**src/rtl/fan_tach_pkg.sv**
```systemverilog
`timescale 1ns/1ps
package fan_tach_pkg;
  localparam logic [7:0] ADDR_EXPECT = 8'h88;
  localparam logic [7:0] ADDR_TOLER  = 8'h8C;
  localparam logic [7:0] ADDR_MEAS   = 8'hC4;
endpackage

```
**src/rtl/tach_sync_rise.sv**
```systemverilog
`timescale 1ns/1ps
module tach_sync_rise #(
  parameter int STAGES = 2
) (
  input  logic clk,
  input  logic rst_n,
  input  logic tach_i,
  output logic rise_o
);
  localparam int LAST = STAGES;

  logic [LAST:0] sync_q;
  logic [LAST:0] sync_d;

  generate
    if (STAGES == 1) begin : g_one
      always_comb sync_d = {sync_q[0], tach_i};
    end else begin : g_many
      always_comb sync_d = {sync_q[LAST-1:0], tach_i};
    end
  endgenerate

  always_ff @(posedge clk or negedge rst_n) begin
    if (!rst_n) sync_q <= '0;
    else        sync_q <= sync_d;
  end

  assign rise_o = sync_q[LAST-1] & ~sync_q[LAST];


  rise_single_chk: assert property (@(posedge clk) disable iff (!rst_n)
    rise_o |=> !rise_o);
endmodule

```
**src/rtl/tach_window_chk.sv**
```systemverilog
`timescale 1ns/1ps
module tach_window_chk #(
  parameter int CNT_W = 20
) (
  input  logic [CNT_W-1:0] meas_i,
  input  logic [CNT_W-1:0] expect_i,
  input  logic [CNT_W-1:0] toler_i,
  output logic             out_win_o
);
  localparam int EXT_W = CNT_W + 1;

  logic [EXT_W-1:0] hi_bound;
  logic [EXT_W-1:0] lo_bound;
  logic [EXT_W-1:0] meas_ext;
  logic             enabled;

  always_comb begin
    meas_ext = {1'b0, meas_i};
    hi_bound = {1'b0, expect_i} + {1'b0, toler_i};
    if (toler_i >= expect_i) lo_bound = '0;
    else                     lo_bound = {1'b0, expect_i} - {1'b0, toler_i};
    enabled   = (expect_i != '0);
    out_win_o = enabled && ((meas_ext > hi_bound) || (meas_ext < lo_bound));
  end
endmodule

```
**src/rtl/tach_period_counter.sv**
```systemverilog
`timescale 1ns/1ps
module tach_period_counter #(
  parameter int CNT_W = 20
) (
  input  logic             clk,
  input  logic             rst_n,
  input  logic             rise_i,
  input  logic             out_win_i,
  output logic [CNT_W-1:0] cnt_o,
  output logic [CNT_W-1:0] meas_o,
  output logic             new_o,
  output logic             err_o
);
  localparam logic [CNT_W-1:0] CNT_MAX = '1;
  localparam logic [CNT_W-1:0] CNT_ONE = CNT_W'(1);

  logic             armed_q, armed_d;
  logic [CNT_W-1:0] cnt_q, cnt_d;
  logic [CNT_W-1:0] meas_q, meas_d;
  logic             meas_en;
  logic             new_d, err_d;
  logic             new_q, err_q;

  always_comb begin
    armed_d = armed_q;
    cnt_d   = cnt_q;
    meas_d  = meas_q;
    meas_en = 1'b0;
    new_d   = 1'b0;
    err_d   = 1'b0;
    if (rise_i) begin
      if (armed_q) begin
        meas_d  = cnt_q;
        meas_en = 1'b1;
        new_d   = 1'b1;
        err_d   = out_win_i;
      end
      armed_d = 1'b1;
      cnt_d   = CNT_ONE;
    end else if (armed_q) begin
      if (cnt_q == CNT_MAX) begin
        meas_d  = CNT_MAX;
        meas_en = 1'b1;
        new_d   = 1'b1;
        err_d   = 1'b1;
        armed_d = 1'b0;
        cnt_d   = '0;
      end else begin
        cnt_d = cnt_q + CNT_ONE;
      end
    end
  end

  always_ff @(posedge clk or negedge rst_n) begin
    if (!rst_n) begin
      armed_q <= 1'b0;
      cnt_q   <= '0;
      new_q   <= 1'b0;
      err_q   <= 1'b0;
    end else begin
      armed_q <= armed_d;
      cnt_q   <= cnt_d;
      new_q   <= new_d;
      err_q   <= err_d;
    end
  end

  always_ff @(posedge clk or negedge rst_n) begin
    if (!rst_n)       meas_q <= '0;
    else if (meas_en) meas_q <= meas_d;
  end

  assign cnt_o  = cnt_q;
  assign meas_o = meas_q;
  assign new_o  = new_q;
  assign err_o  = err_q;


  first_edge_chk: assert property (@(posedge clk) disable iff (!rst_n)
    (rise_i && !armed_q) |=> !new_q);

  err_with_new_chk: assert property (@(posedge clk) disable iff (!rst_n)
    err_q |-> new_q);

  meas_nonzero_chk: assert property (@(posedge clk) disable iff (!rst_n)
    new_q |-> (meas_q != '0));

  sat_disarm_chk: assert property (@(posedge clk) disable iff (!rst_n)
    (armed_q && !rise_i && cnt_q == CNT_MAX) |=> (!armed_q && err_q && meas_q == CNT_MAX));
endmodule

```
**src/rtl/fan_tach_monitor.sv**
```systemverilog
`timescale 1ns/1ps
module fan_tach_monitor
  import fan_tach_pkg::*;
#(
  parameter int CNT_W       = 20,
  parameter int ADDR_W      = 8,
  parameter int SYNC_STAGES = 2
) (
  input  logic              clk,
  input  logic              rst_n,
  input  logic              tach_i,
  input  logic              reg_wr_i,
  input  logic [ADDR_W-1:0] reg_addr_i,
  input  logic [CNT_W-1:0]  reg_wdata_i,
  output logic [CNT_W-1:0]  reg_rdata_o,
  output logic [CNT_W-1:0]  meas_o,
  output logic              new_meas_o,
  output logic              tach_err_o
);
  localparam logic [ADDR_W-1:0] A_EXP  = ADDR_W'(ADDR_EXPECT);
  localparam logic [ADDR_W-1:0] A_TOL  = ADDR_W'(ADDR_TOLER);
  localparam logic [ADDR_W-1:0] A_MEAS = ADDR_W'(ADDR_MEAS);

  logic             rise;
  logic             out_win;
  logic [CNT_W-1:0] cnt;
  logic [CNT_W-1:0] expect_q, toler_q;
  logic             exp_en, tol_en;

  always_comb begin
    exp_en = reg_wr_i && (reg_addr_i == A_EXP);
    tol_en = reg_wr_i && (reg_addr_i == A_TOL);
  end

  always_ff @(posedge clk or negedge rst_n) begin
    if (!rst_n)      expect_q <= '0;
    else if (exp_en) expect_q <= reg_wdata_i;
  end

  always_ff @(posedge clk or negedge rst_n) begin
    if (!rst_n)      toler_q <= '0;
    else if (tol_en) toler_q <= reg_wdata_i;
  end

  always_comb begin
    case (reg_addr_i)
      A_EXP:   reg_rdata_o = expect_q;
      A_TOL:   reg_rdata_o = toler_q;
      A_MEAS:  reg_rdata_o = meas_o;
      default: reg_rdata_o = '0;
    endcase
  end

  tach_sync_rise #(.STAGES(SYNC_STAGES)) u_sync (
    .clk    (clk),
    .rst_n  (rst_n),
    .tach_i (tach_i),
    .rise_o (rise)
  );

  tach_window_chk #(.CNT_W(CNT_W)) u_win (
    .meas_i    (cnt),
    .expect_i  (expect_q),
    .toler_i   (toler_q),
    .out_win_o (out_win)
  );

  tach_period_counter #(.CNT_W(CNT_W)) u_cnt (
    .clk       (clk),
    .rst_n     (rst_n),
    .rise_i    (rise),
    .out_win_i (out_win),
    .cnt_o     (cnt),
    .meas_o    (meas_o),
    .new_o     (new_meas_o),
    .err_o     (tach_err_o)
  );


  exp_write_chk: assert property (@(posedge clk) disable iff (!rst_n)
    exp_en |=> (expect_q == $past(reg_wdata_i)));

  disabled_no_err_chk: assert property (@(posedge clk) disable iff (!rst_n)
    (rise && expect_q == '0 && cnt != '1) |=> !tach_err_o);
endmodule

```
**config.mk**
```make
export PLATFORM = sky130hd
export DESIGN_NAME = fan_tach_monitor
export DESIGN_NICKNAME = d
export VERILOG_FILES = /design/src/rtl/fan_tach_pkg.sv /design/src/rtl/tach_sync_rise.sv /design/src/rtl/tach_window_chk.sv /design/src/rtl/tach_period_counter.sv /design/src/rtl/fan_tach_monitor.sv
export SDC_FILE = /design/constraint.sdc
export NUM_CORES = 1
export LEC_CHECK = 0
export BUFFER_PORTS_ARGS = -buffer_cell sky130_fd_sc_hd__clkbuf_2
export CAP_MARGIN = 20
export CORE_AREA = 4 4 128 130
export DETAILED_ROUTE_END_ITERATION = 8
export DIE_AREA = 0 0 132 134
export PLACE_DENSITY_LB_ADDON = 0.1
export SETUP_SLACK_MARGIN = 0.3
export SYNTH_ARGS = -nofsm -noshare
export SYNTH_HDL_FRONTEND = slang
export SYNTH_SLANG_ARGS = --single-unit
export TNS_END_PERCENT = 20
```
**constraint.sdc**
```tcl
create_clock -name clk -period 4.95 [get_ports clk]
set_input_delay 0.99 -clock clk [delete_from_list [all_inputs] [get_ports clk]]
set_output_delay 0.99 -clock clk [all_outputs]
set_load 0.05 [all_outputs]
```
==> metrics.md, run 1 <==
| Metric | Value |
|---|---|
| Worst hold endpoint | `u_sync.sync_q[1]$_DFF_PN0_` |
| VDD IR max | `173 uV` |
| Final ANT Viol Nets | `0` |
| Post-synthesis xor/xnor area fraction | `0.0470` |
| Adder-cell share of the synthesized area | `0.151` |
| Drt drc | `0` |
| Top cell type by total area after synthesis | `dfrtp_1` |
| Max_slew headroom | `0.411` |
| Minimum clock period after layout | `4410 ps` |
| CP arrival | `4680 ps` |
| Slew Limit Fails | `0` |
| RR Startpoint | `expect_q[0]$_DFFE_PN0P_` |
| I/O Buffers | `73` |
| Gp weighted congestion | `0.934` |
| Most used cell, CP | `o21ai_0` |
| Clock sink count | `86` |
| Seq/Total Area, Yosys | `0.312` |
| Design Power | `0.00257 W` |
| Final WL | `20.3 mm` |
| Row Count | `45` |
| LEAKAGE | `3.78 nW` |
| Achievable Freq | `227 MHz` |
| HP Class | `reg -> reg` |
| FF-to-FF setup slack | `540 ps` |
| Syn avg cell area | `9.05 um2` |
| Multiplexer share of the synthesized area | `0.0912` |
| Via count of the first global-routing pass | `5888` |
| WP data required | `5220 ps` |
| CTS tree | `done` |
| Layout Nets | `927` |
| DR WL/cell | `20.2 um` |
| First-pass GRT wire length | `32.7 mm` |
| Setup Skew | `8.63 ps` |
| Place WS | `643 ps` |
| Dpl hpwl | `15.9 mm` |
| Die width | `132 um` |
| #FFs+latches synth | `86` |
| Number of flops mapped to enable cells by yosys | `0` |
| Clock buffer depth | `2` |
| Compound-Gate Fraction of Synth Area | `0.179` |
| Post-route cell area | `0.00773 mm2` |
| Critical Path Start Type | `flip-flop` |
| Worst-skew pair later-pin latency | `350 ps` |
| Pwr dens | `332 mW/mm2` |
| Via count | `5941` |
| Unrepaired setup endpoints after global routing | `false` |
| Post-Route Setup TNS | `0 ps` |
| Top-area cell type share of the netlist area | `0.312` |
| Post-synth ARST share | `1.00` |
| Main synth FF type | `dfrtp_1` |
| Setup crit end kind | `flip-flop` |
| Gr usage total | `0.232` |
| Ratio of final minimum period to clock period | `0.891` |
| Via/cell ratio | `5.91` |
| Crit path kind | `reg -> reg` |
| Post-CTS Setup Inserts | `0` |
| Pre-antenna DRT Iters | `5` |
| Simple-Gate Fraction of Synth Area | `0.171` |
| R2R cell count | `20` |
| R2r endpoint | `u_cnt.err_o$_DFF_PN0_` |
| Number of H-tree levels | `3` |
| Largest family of logic cells by synthesized area | `compound AO/OA/AOI/OAI gates` |
| Starting Density | `0.455` |
| Final Setup Violations | `0` |
| Area Overhead vs Synth | `12.3%` |
| Yosys cell types | `69` |
| Syn Inst Count | `761` |
| Core box area | `0.0151 mm2` |
| Total gr overflow | `0` |
| Net Count, Synth | `875` |
| ANT cells | `0` |
| CTS Buf Count | `9` |
| Critical Path Fanout Max | `4` |
| Area of the die | `0.0177 mm2` |
| Antenna violations before repair | `0` |
| Outcome | `complete, no violations` |
| Top cells by area, synth | `dfrtp_1 31%, ha_1 15%, mux2_2 6.2%` |
| Worst-Margin Slew | `882 ps` |
| Slowest stage delay, CP | `440 ps` |
| Layout cells sized above 1 | `0.193` |
| Slowest CP cell | `dfrtp_1` |
| Maxcap violations | `0` |
| Most frequent cells in the layout | `86 x dfrtp_1, 80 x ha_1, 72 x clkbuf_2, 71 x nand2_1, 54 x nor2_1` |
| Largest net degree at the start of global routing | `45` |
| Commonest non-fill, non-tap cell in the layout | `dfrtp_1` |
| Final Hold Fails | `0` |
| Hold depth | `0` |
| Die Y | `134 um` |
| Initial DRC Count | `450` |
| Io pins | `74` |
| Crit-path cells | `inv_1 > ha_1 > fa_1 > nand2b_1 > a211oi_2 > o31ai_2 > a21oi_2 > a31oi_1 > o21ai_0 > o21ai_0 > o21ai_0 > ha_1 > a21o_1 > a21o_1 > a21o_1 > a21oi_1 > nor2b_1 > o21ai_0 > nand3_1 > o21ai_1` |
| Dpl cell area | `0.00736 mm2` |
| Final WS setup | `540 ps` |
| Root Buffer | `clkbuf_16` |
| CTS clk-pin slew, worst paths | `70 ps` |
| Warning count from the yosys run | `0` |
| Synth Cell Area | `0.00689 mm2` |
| Hold path start | `u_sync.sync_q[0]$_DFF_PN0_` |
## cell families after synthesis
family | Yosys count
XOR/XNOR | 37
multiplexers | 58
adder cells (fa/ha/maj) | 82
buffers and inverters | 79
flip-flops | 86
AND/OR/NAND/NOR | 238
AO/OA/AOI/OAI | 181
## flip-flops by register name (all words and copies together) (netlist names)
register,flops
u_cnt.armed_q,1
u_cnt.new_o,1
u_cnt.meas_o,20
toler_q,20
u_cnt.cnt_o,20
u_cnt.err_o,1
expect_q,20
u_sync.sync_q,3
## cell type report
cell class | count | area (um2)
sequential | 86 | 2150
clock buffer | 9 | 225
fill | 1430 | 7410
multi-input combinational | 596 | 4410
timing repair buffer | 81 | 439
clock inverter | 7 | 120
inverter | 39 | 146
tap | 188 | 235
## Yosys cell counts (2+ instances only)
master,number
buf_6,2
o21a_1,3
nor3_1,14
mux2i_1,20
clkbuf_1,20
and2_1,4
nor2_1,55
buf_2,17
o22a_1,20
fa_1,2
o21ai_0,51
nand4_1,18
xor2_1,13
o31a_1,2
nor4_1,13
and4_1,3
ha_1,80
nand3b_1,3
o21bai_1,6
or2_2,2
nand2b_1,18
inv_2,2
a21oi_1,44
o31ai_2,2
inv_1,37
mux2_2,38
o211ai_1,2
nand2_1,71
nand3_1,15
a31oi_1,5
xnor2_1,24
or4_1,3
a21o_1,13
o21ai_1,4
and3_1,3
a211oi_1,4
nor2b_1,9
dfrtp_1,86
o31ai_1,3
## metrics by stage
step	hold slack [ps]	cells	util
4_1_cts	357	1004	0.508
3_5_place_dp	342	988	0.486
2_1_floorplan	331	761	-
5_1_grt	366	1006	0.511
6_report	354	1006	0.511
3_3_place_gp	339	988	0.486
## where the power goes
part           total [W]  switching, W  internal, W
registers       0.000840     0.0000794     0.000761
logic           0.000924      0.000576     0.000348
clock network   0.000803      0.000307     0.000496
total            0.00257      0.000962      0.00161
## repair_timing
item	CTS	global route
setup endpoints to repair	0	1
hold buffers	0	0
gates resized for setup	0	1
## worst max-delay path, delay by kind of cell (launching register included)
| family | cells | cell delay, ps |
|---|---|---|
| DFF | 1 | 440 |
| AOI/OAI and AO/OA | 13 | 2460 |
| and+or+nand+nor | 3 | 370 |
| adders and majority gates | 3 | 980 |
| buffers and inverters | 1 | 90 |
## worst max path at each step
| stage | start | end | slack (ps) | depth (start not counted) |
|---|---|---|---|---|
| 5_1_grt | expect_q[0]$_DFFE_PN0P_ | u_cnt.err_o$_DFF_PN0_ | 340 | 20 |
| 6_report | expect_q[0]$_DFFE_PN0P_ | u_cnt.err_o$_DFF_PN0_ | 540 | 20 |
| 3_3_place_gp | expect_q[0]$_DFFE_PN0P_ | u_cnt.err_o$_DFF_PN0_ | 730 | 20 |
| 4_1_cts | expect_q[0]$_DFFE_PN0P_ | u_cnt.err_o$_DFF_PN0_ | 590 | 20 |
| 3_5_place_dp | expect_q[0]$_DFFE_PN0P_ | u_cnt.err_o$_DFF_PN0_ | 640 | 20 |
| 2_1_floorplan | reg_addr_i[2] | reg_rdata_o[0] | 1120 | 4 |
## metal layers
metal / part of all wire / vias up / track usage
li1: - / 2825 / -
met1: 0.48 / 2907 / 0.343
met2: 0.44 / 182 / 0.354
met3: 0.058 / 27 / 0.0304
met4: 0.020 / 0 / 0.0700
met5: 0 / - / 0
No activity file was read; power rests on OpenSTA's default activity.
==> inputs of run 2 (changes only) <==
--- a/config.mk
+++ b/config.mk
@@ -10,6 +10,7 @@
 export CORE_AREA = 4 4 128 130
 export DETAILED_ROUTE_END_ITERATION = 8
 export DIE_AREA = 0 0 132 134
+export MAX_ROUTING_LAYER = met4
 export PLACE_DENSITY_LB_ADDON = 0.1
 export SETUP_SLACK_MARGIN = 0.3
 export SYNTH_ARGS = -nofsm -noshare
==> run 2 against run 1 <==
Compared with the run above:
- sequential share of layout area barely moved
- sequential power barely moved
- via count down 0.27%
- non-clock buffer count stayed put
- power is 3.7% lower
- critical endpoint unchanged
- design area down 0.16%
- die area stayed put
- clock-buffer cell count increased by 2
- combinational power hardly changed
- core utilization is 0.083 points lower
- wire length decreased by 0.25%
==> metrics.md, run 2 (same netlist as run 1, synthesis figures left out) <==
| Metric | Value |
|---|---|
| Commonest non-fill, non-tap cell in the layout | `dfrtp_1` |
| Io pins | `74` |
| Clock buffer depth | `2` |
| ANT cells | `0` |
| I/O Buffers | `73` |
| Hold Buf Count CTS | `0` |
| Layout Nets | `927` |
| Achievable Freq | `237 MHz` |
| Post-Route Setup TNS | `0 ps` |
| Gr usage total | `0.240` |
| Final ANT Viol Nets | `0` |
| Post-route cell area | `0.00772 mm2` |
| Via count | `5925` |
| LEAKAGE | `3.78 nW` |
| WP data required | `5210 ps` |
| Crit path kind | `reg -> reg` |
| Final Hold Fails | `0` |
| Max_slew headroom | `0.406` |
| Setup Skew | `10.0 ps` |
| Critical Path Fanout Max | `20` |
| Dpl cell area | `0.00736 mm2` |
| Minimum clock period after layout | `4230 ps` |
| Starting Density | `0.455` |
| Setup crit end kind | `flip-flop` |
| Final WL | `20.3 mm` |
| Worst-Margin Slew | `885 ps` |
| Via/cell ratio | `5.90` |
| Clock sink count | `86` |
| CP arrival | `4480 ps` |
| Initial DRC Count | `389` |
| Fin util | `0.510` |
| HP Class | `reg -> reg` |
| Antenna violations before repair | `0` |
| Placed cell count | `988` |
| Maxcap violations | `0` |
| Dpl hpwl | `15.9 mm` |
| VDD IR max | `169 uV` |
| Layout cells sized above 1 | `0.192` |
| Via count of the first global-routing pass | `5950` |
| Critical Path Start Type | `flip-flop` |
| Area of the die | `0.0177 mm2` |
| Non-Filler Instances | `1005` |
| Ratio of final minimum period to clock period | `0.854` |
| Slew Limit Fails | `0` |
| Drt drc | `0` |
| Design Power | `0.00247 W` |
| Worst-skew pair later-pin latency | `350 ps` |
| Post-CTS Setup Inserts | `0` |
| Most frequent cells in the layout | `86 x dfrtp_1, 80 x ha_1, 72 x clkbuf_2, 71 x nand2_1, 54 x nor2_1` |
| Die width | `132 um` |
| Outcome | `complete, no violations` |
| Pwr dens | `320 mW/mm2` |
| DR WL/cell | `20.2 um` |
| Unrepaired setup endpoints after global routing | `false` |
| CTS clk-pin slew, worst paths | `70 ps` |
| Die Y | `134 um` |
| CTS Buf Count | `9` |
| Area Overhead vs Synth | `12.1%` |
| Pre-antenna DRT Iters | `4` |
| Fillers | `1449` |
| CTS tree | `done` |
| Largest net degree at the start of global routing | `87` |
| Total gr overflow | `0` |
| Number of H-tree levels | `3` |
| Core box area | `0.0151 mm2` |
| Gp weighted congestion | `0.997` |
| Final Setup Violations | `0` |
| Row Count | `45` |
| First-pass GRT wire length | `32.7 mm` |
| Root Buffer | `clkbuf_16` |
## run 2: cell types whose count changed in the layout (fill, tap and decap cells not counted), moves of 2 or more
cell / delta
clkinv_4: +3
bufinv_16: -2
clkbuf_8: +2
inv_6: -2
## run 2: worst paths after layout
path | start | endpoint | slack (ps) | depth (start not counted)
setup / recovery | expect_q[15]$_DFFE_PN0P_ | u_cnt.err_o$_DFF_PN0_ | 720 | 17
hold / removal | u_sync.sync_q[0]$_DFF_PN0_ | u_sync.sync_q[1]$_DFF_PN0_ | 360 | 0
setup reg to reg | expect_q[15]$_DFFE_PN0P_ | u_cnt.err_o$_DFF_PN0_ | 720 | 17
hold reg to reg | u_sync.sync_q[0]$_DFF_PN0_ | u_sync.sync_q[1]$_DFF_PN0_ | 360 | 0
max in group asynchronous | rst_n | expect_q[19]$_DFFE_PN0P_ | 3720 | 2
min in group asynchronous | rst_n | u_sync.sync_q[0]$_DFF_PN0_ | 580 | 1
## run 2: area by class of cell
cell class / instances / area (um2) / area share
Multi-Input combinational cell: 596 / 4410 / 0.572
Sequential cell: 86 / 2150 / 0.279
Timing Repair Buffer: 81 / 463 / 0.0600
Clock buffer: 11 / 253 / 0.0327
Tap cell: 188 / 235 / 0.0305
Inverter: 39 / 146 / 0.0190
Clock inverter: 4 / 56.3 / 0.00729
## run 2: worst max-delay path, cell delays in order, from the launching register on
cell,delay [ps]
dfrtp_1,460
ha_1,540
and4_1,320
nor2b_1,180
and3_1,190
nand2_1,70
o21ai_0,120
nand2_1,480
o21ai_1,320
ha_1,290
a21o_1,180
a21o_1,170
a21o_1,170
a21oi_1,150
nor2b_1,60
o21ai_0,180
nand3_1,100
o21ai_1,150
## run 2: power breakdown
part | leakage (nW) | switching, W | internal, W
registers | 1.12 | 0.0000789 | 0.000761
clock network | 0.152 | 0.000291 | 0.000419
logic | 2.50 | 0.000572 | 0.000351
## run 2: layer usage
layer  part of all wire  vias up  track usage
li1                   -     2819            -
met1               0.50     2913        0.346
met2               0.44      168        0.356
met3              0.045       25       0.0311
met4              0.018        0       0.0683
met5                  0        -            -
## run 2: timing repair
action                     CTS  global route
setup endpoints to repair    0             1
gates resized for setup      0             2
hold endpoints to repair     0             0
## run 2: metrics by stage
| stage | worst slack [ps] | hold WS, ps |
|---|---|---|
| after floorplan | 1120 | 331 |
| after global placement | 729 | 339 |
| after detailed placement | 662 | 347 |
| after CTS | 619 | 362 |
| after global routing | 401 | 360 |
| final | 724 | 355 |
==> inputs of run 3 (changes only) <==
--- a/config.mk
+++ b/config.mk
@@ -10,6 +10,7 @@
 export CORE_AREA = 4 4 128 130
 export DETAILED_ROUTE_END_ITERATION = 8
 export DIE_AREA = 0 0 132 134
+export GPL_TIMING_DRIVEN = 0
 export MAX_ROUTING_LAYER = met4
 export PLACE_DENSITY_LB_ADDON = 0.1
 export SETUP_SLACK_MARGIN = 0.3
==> constraint.sdc (replaced) <==
create_clock -name clk -period 3.9 [get_ports clk]
set_input_delay 0.78 -clock clk [delete_from_list [all_inputs] [get_ports clk]]
set_output_delay 0.78 -clock clk [all_outputs]
set_load 0.05 [all_outputs]
==> run 3 against run 2 <==
Compared with the run above:
- register-to-register slack got worse by 660 ps
- final cell count rose by 4.9%
- die area did not move
- via count rose by 2.1%
- first-iteration DRC count rose by 9.5%
- clock power rose by 20%
- power rose by 32%
- fmax rose by 10%
- design area rose by 6.1%
- critical path depth rose by 1
- worst setup slack got worse by 660 ps
- clock skew fell by 3.0 ps
==> metrics.md, run 3 (same netlist as run 1, synthesis figures left out) <==
| Metric | Value |
|---|---|
| Final WL | `20.5 mm` |
| Initial DRC Count | `426` |
| VDD IR max | `208 uV` |
| WP data required | `4110 ps` |
| Fillers | `1414` |
| Drt drc | `0` |
| Gate power share | `0.413` |
| RR Startpoint | `expect_q[9]$_DFFE_PN0P_` |
| R2r endpoint | `u_cnt.err_o$_DFF_PN0_` |
| Core box area | `0.0151 mm2` |
| Area Overhead vs Synth | `19.0%` |
| Dpl hpwl | `16.4 mm` |
| Ratio of final minimum period to clock period | `0.984` |
| First-pass GRT wire length | `32.5 mm` |
| Via count | `6048` |
| Total gr overflow | `0` |
| Starting Density | `0.455` |
| Crit path launch | `expect_q[9]$_DFFE_PN0P_` |
| Most frequent cells in the layout | `80 x dfrtp_1, 78 x ha_1, 74 x clkbuf_2, 70 x nand2_1, 53 x nor2_1` |
| Via count of the first global-routing pass | `6001` |
| Layout Nets | `976` |
| Net Sw Frac | `0.380` |
| Unrepaired setup endpoints after global routing | `true` |
| Sw power | `0.00124 W` |
| Row Count | `45` |
| I/O Buffers | `72` |
| Layout cells sized above 1 | `0.263` |
| Die width | `132 um` |
| Area of the die | `0.0177 mm2` |
| Slew Limit Fails | `0` |
| Setup crit end kind | `flip-flop` |
| Gr usage total | `0.240` |
| Final Setup Violations | `0` |
| Gp weighted congestion | `0.935` |
| FF-to-FF setup slack | `60 ps` |
| Worst-Margin Slew | `924 ps` |
| LEAKAGE | `3.98 nW` |
| Achievable Freq | `261 MHz` |
| Maxcap violations | `0` |
| Critical Path Start Type | `flip-flop` |
| Io pins | `74` |
| Max_slew headroom | `0.384` |
| HP Class | `reg -> reg` |
| R2R cell count | `18` |
| Minimum clock period after layout | `3840 ps` |
| Number of H-tree levels | `3` |
| CTS tree | `done` |
| Storage cell area | `0.00216 mm2` |
| Pre-antenna DRT Iters | `5` |
| Setup Skew | `7.05 ps` |
| Largest net degree at the start of global routing | `47` |
| Outcome | `complete, no violations` |
| Design Power | `0.00327 W` |
| Clock sink count | `86` |
| Final ANT Viol Nets | `0` |
| Hold Buf Count CTS | `0` |
| Critical Path Fanout Max | `10` |
| Commonest non-fill, non-tap cell in the layout | `dfrtp_1` |
| Placed cell count | `1022` |
| Root Buffer | `clkbuf_16` |
| DR WL/cell | `19.5 um` |
| Part of the power in the clock network | `0.261` |
| Die Y | `134 um` |
| Worst-skew pair later-pin latency | `340 ps` |
| Non-Filler Instances | `1054` |
| Crit path kind | `reg -> reg` |
| CTS Buf Count | `9` |
| Antenna violations before repair | `0` |
| ANT cells | `0` |
| CP arrival | `4050 ps` |
| Multi-input combinational cell area | `0.00463 mm2` |
| Int Pwr | `0.00202 W` |
| Pwr dens | `399 mW/mm2` |
| Share of power burned in registers | `0.326` |
| CTS clk-pin slew, worst paths | `60 ps` |
| Via/cell ratio | `5.74` |
| Clock buffer depth | `2` |
| Final Hold Fails | `0` |
| CP Capture Point | `u_cnt.err_o$_DFF_PN0_` |
## run 3: cell count changes in the layout (fill, tap and decap cells not counted), sizes merged
cell	change
buf	+30
clkbuf	+20
clkinv	-3
clkinvlp	+2
## run 3: repair_timing
item	4_1_cts	5_1_grt
buffers inserted	15	2
pin swaps	27	10
setup endpoints to repair	21	1
gates resized for setup	53	15
## run 3: cell type report
| type | instances | share of cell area |
|---|---|---|
| plain buffers | 40 | 0.0264 |
| repair buffers | 90 | 0.0632 |
| multi-input cells | 596 | 0.565 |
| well taps | 188 | 0.0287 |
| flip-flops and latches | 86 | 0.264 |
| clock inverters | 3 | 0.00550 |
| inverters | 39 | 0.0179 |
| clock buffers | 12 | 0.0301 |
## run 3: power by group through the flow
stage	logic (W)	clock network [W]	registers, W
3_5_place_dp	0.00118	0	0.00108
5_1_grt	0.00146	0.000909	0.00108
4_1_cts	0.00131	0.000876	0.00106
2_1_floorplan	0.000740	0	0.00117
3_3_place_gp	0.00116	0	0.00108
6_report	0.00135	0.000853	0.00106
## run 3: per-layer routing
metal	global-route usage	wire, um	part of all wire	vias to the layer above
met5	-	0	0	-
met4	0.0858	529	0.026	0
met3	0.0263	671	0.033	31
met2	0.368	9220	0.45	141
met1	0.330	10100	0.49	2946
li1	-	-	-	2930
## run 3: worst max-delay path, stage by stage (launching register included)
cell,delay [ps]
dfrtp_1,430
ha_1,300
buf_2,230
nor4_4,360
and2_1,170
o211ai_1,140
a311oi_1,290
o21ba_2,180
o21ai_0,80
o31a_1,160
ha_1,310
o21ai_0,190
nand2b_1,80
a21oi_1,190
a211oi_2,50
o221ai_1,80
a31oi_1,80
o31ai_1,280
o21ai_2,110
## run 3: stage by stage
| step | TNS, ps | instance area (um2) | hold WS, ps | worst slack [ps] | util |
|---|---|---|---|---|---|
| after global routing | -113 | 8190 | 375 | -113 | 0.541 |
| after CTS | 0 | 8130 | 357 | 72.2 | 0.537 |
| after global placement | -1780 | 7490 | 338 | -520 | 0.494 |
| after floorplan | 0 | 6890 | 331 | 339 | - |
| after detailed placement | -1080 | 7520 | 347 | -526 | 0.496 |
| final | 0 | 8190 | 352 | 61.5 | 0.541 |
## run 3: worst min-delay path by stage
stage | slack, ps | from | to | depth (start not counted)
CTS | 360 | u_sync.sync_q[0]$_DFF_PN0_ | u_sync.sync_q[1]$_DFF_PN0_ | 0
floorplan | 330 | u_sync.sync_q[0]$_DFF_PN0_ | u_sync.sync_q[1]$_DFF_PN0_ | 0
global placement | 340 | u_sync.sync_q[0]$_DFF_PN0_ | u_sync.sync_q[1]$_DFF_PN0_ | 0
detailed placement | 350 | u_sync.sync_q[0]$_DFF_PN0_ | u_sync.sync_q[1]$_DFF_PN0_ | 0
global route | 370 | u_sync.sync_q[0]$_DFF_PN0_ | u_sync.sync_q[1]$_DFF_PN0_ | 0
finish | 350 | u_sync.sync_q[0]$_DFF_PN0_ | u_sync.sync_q[1]$_DFF_PN0_ | 0
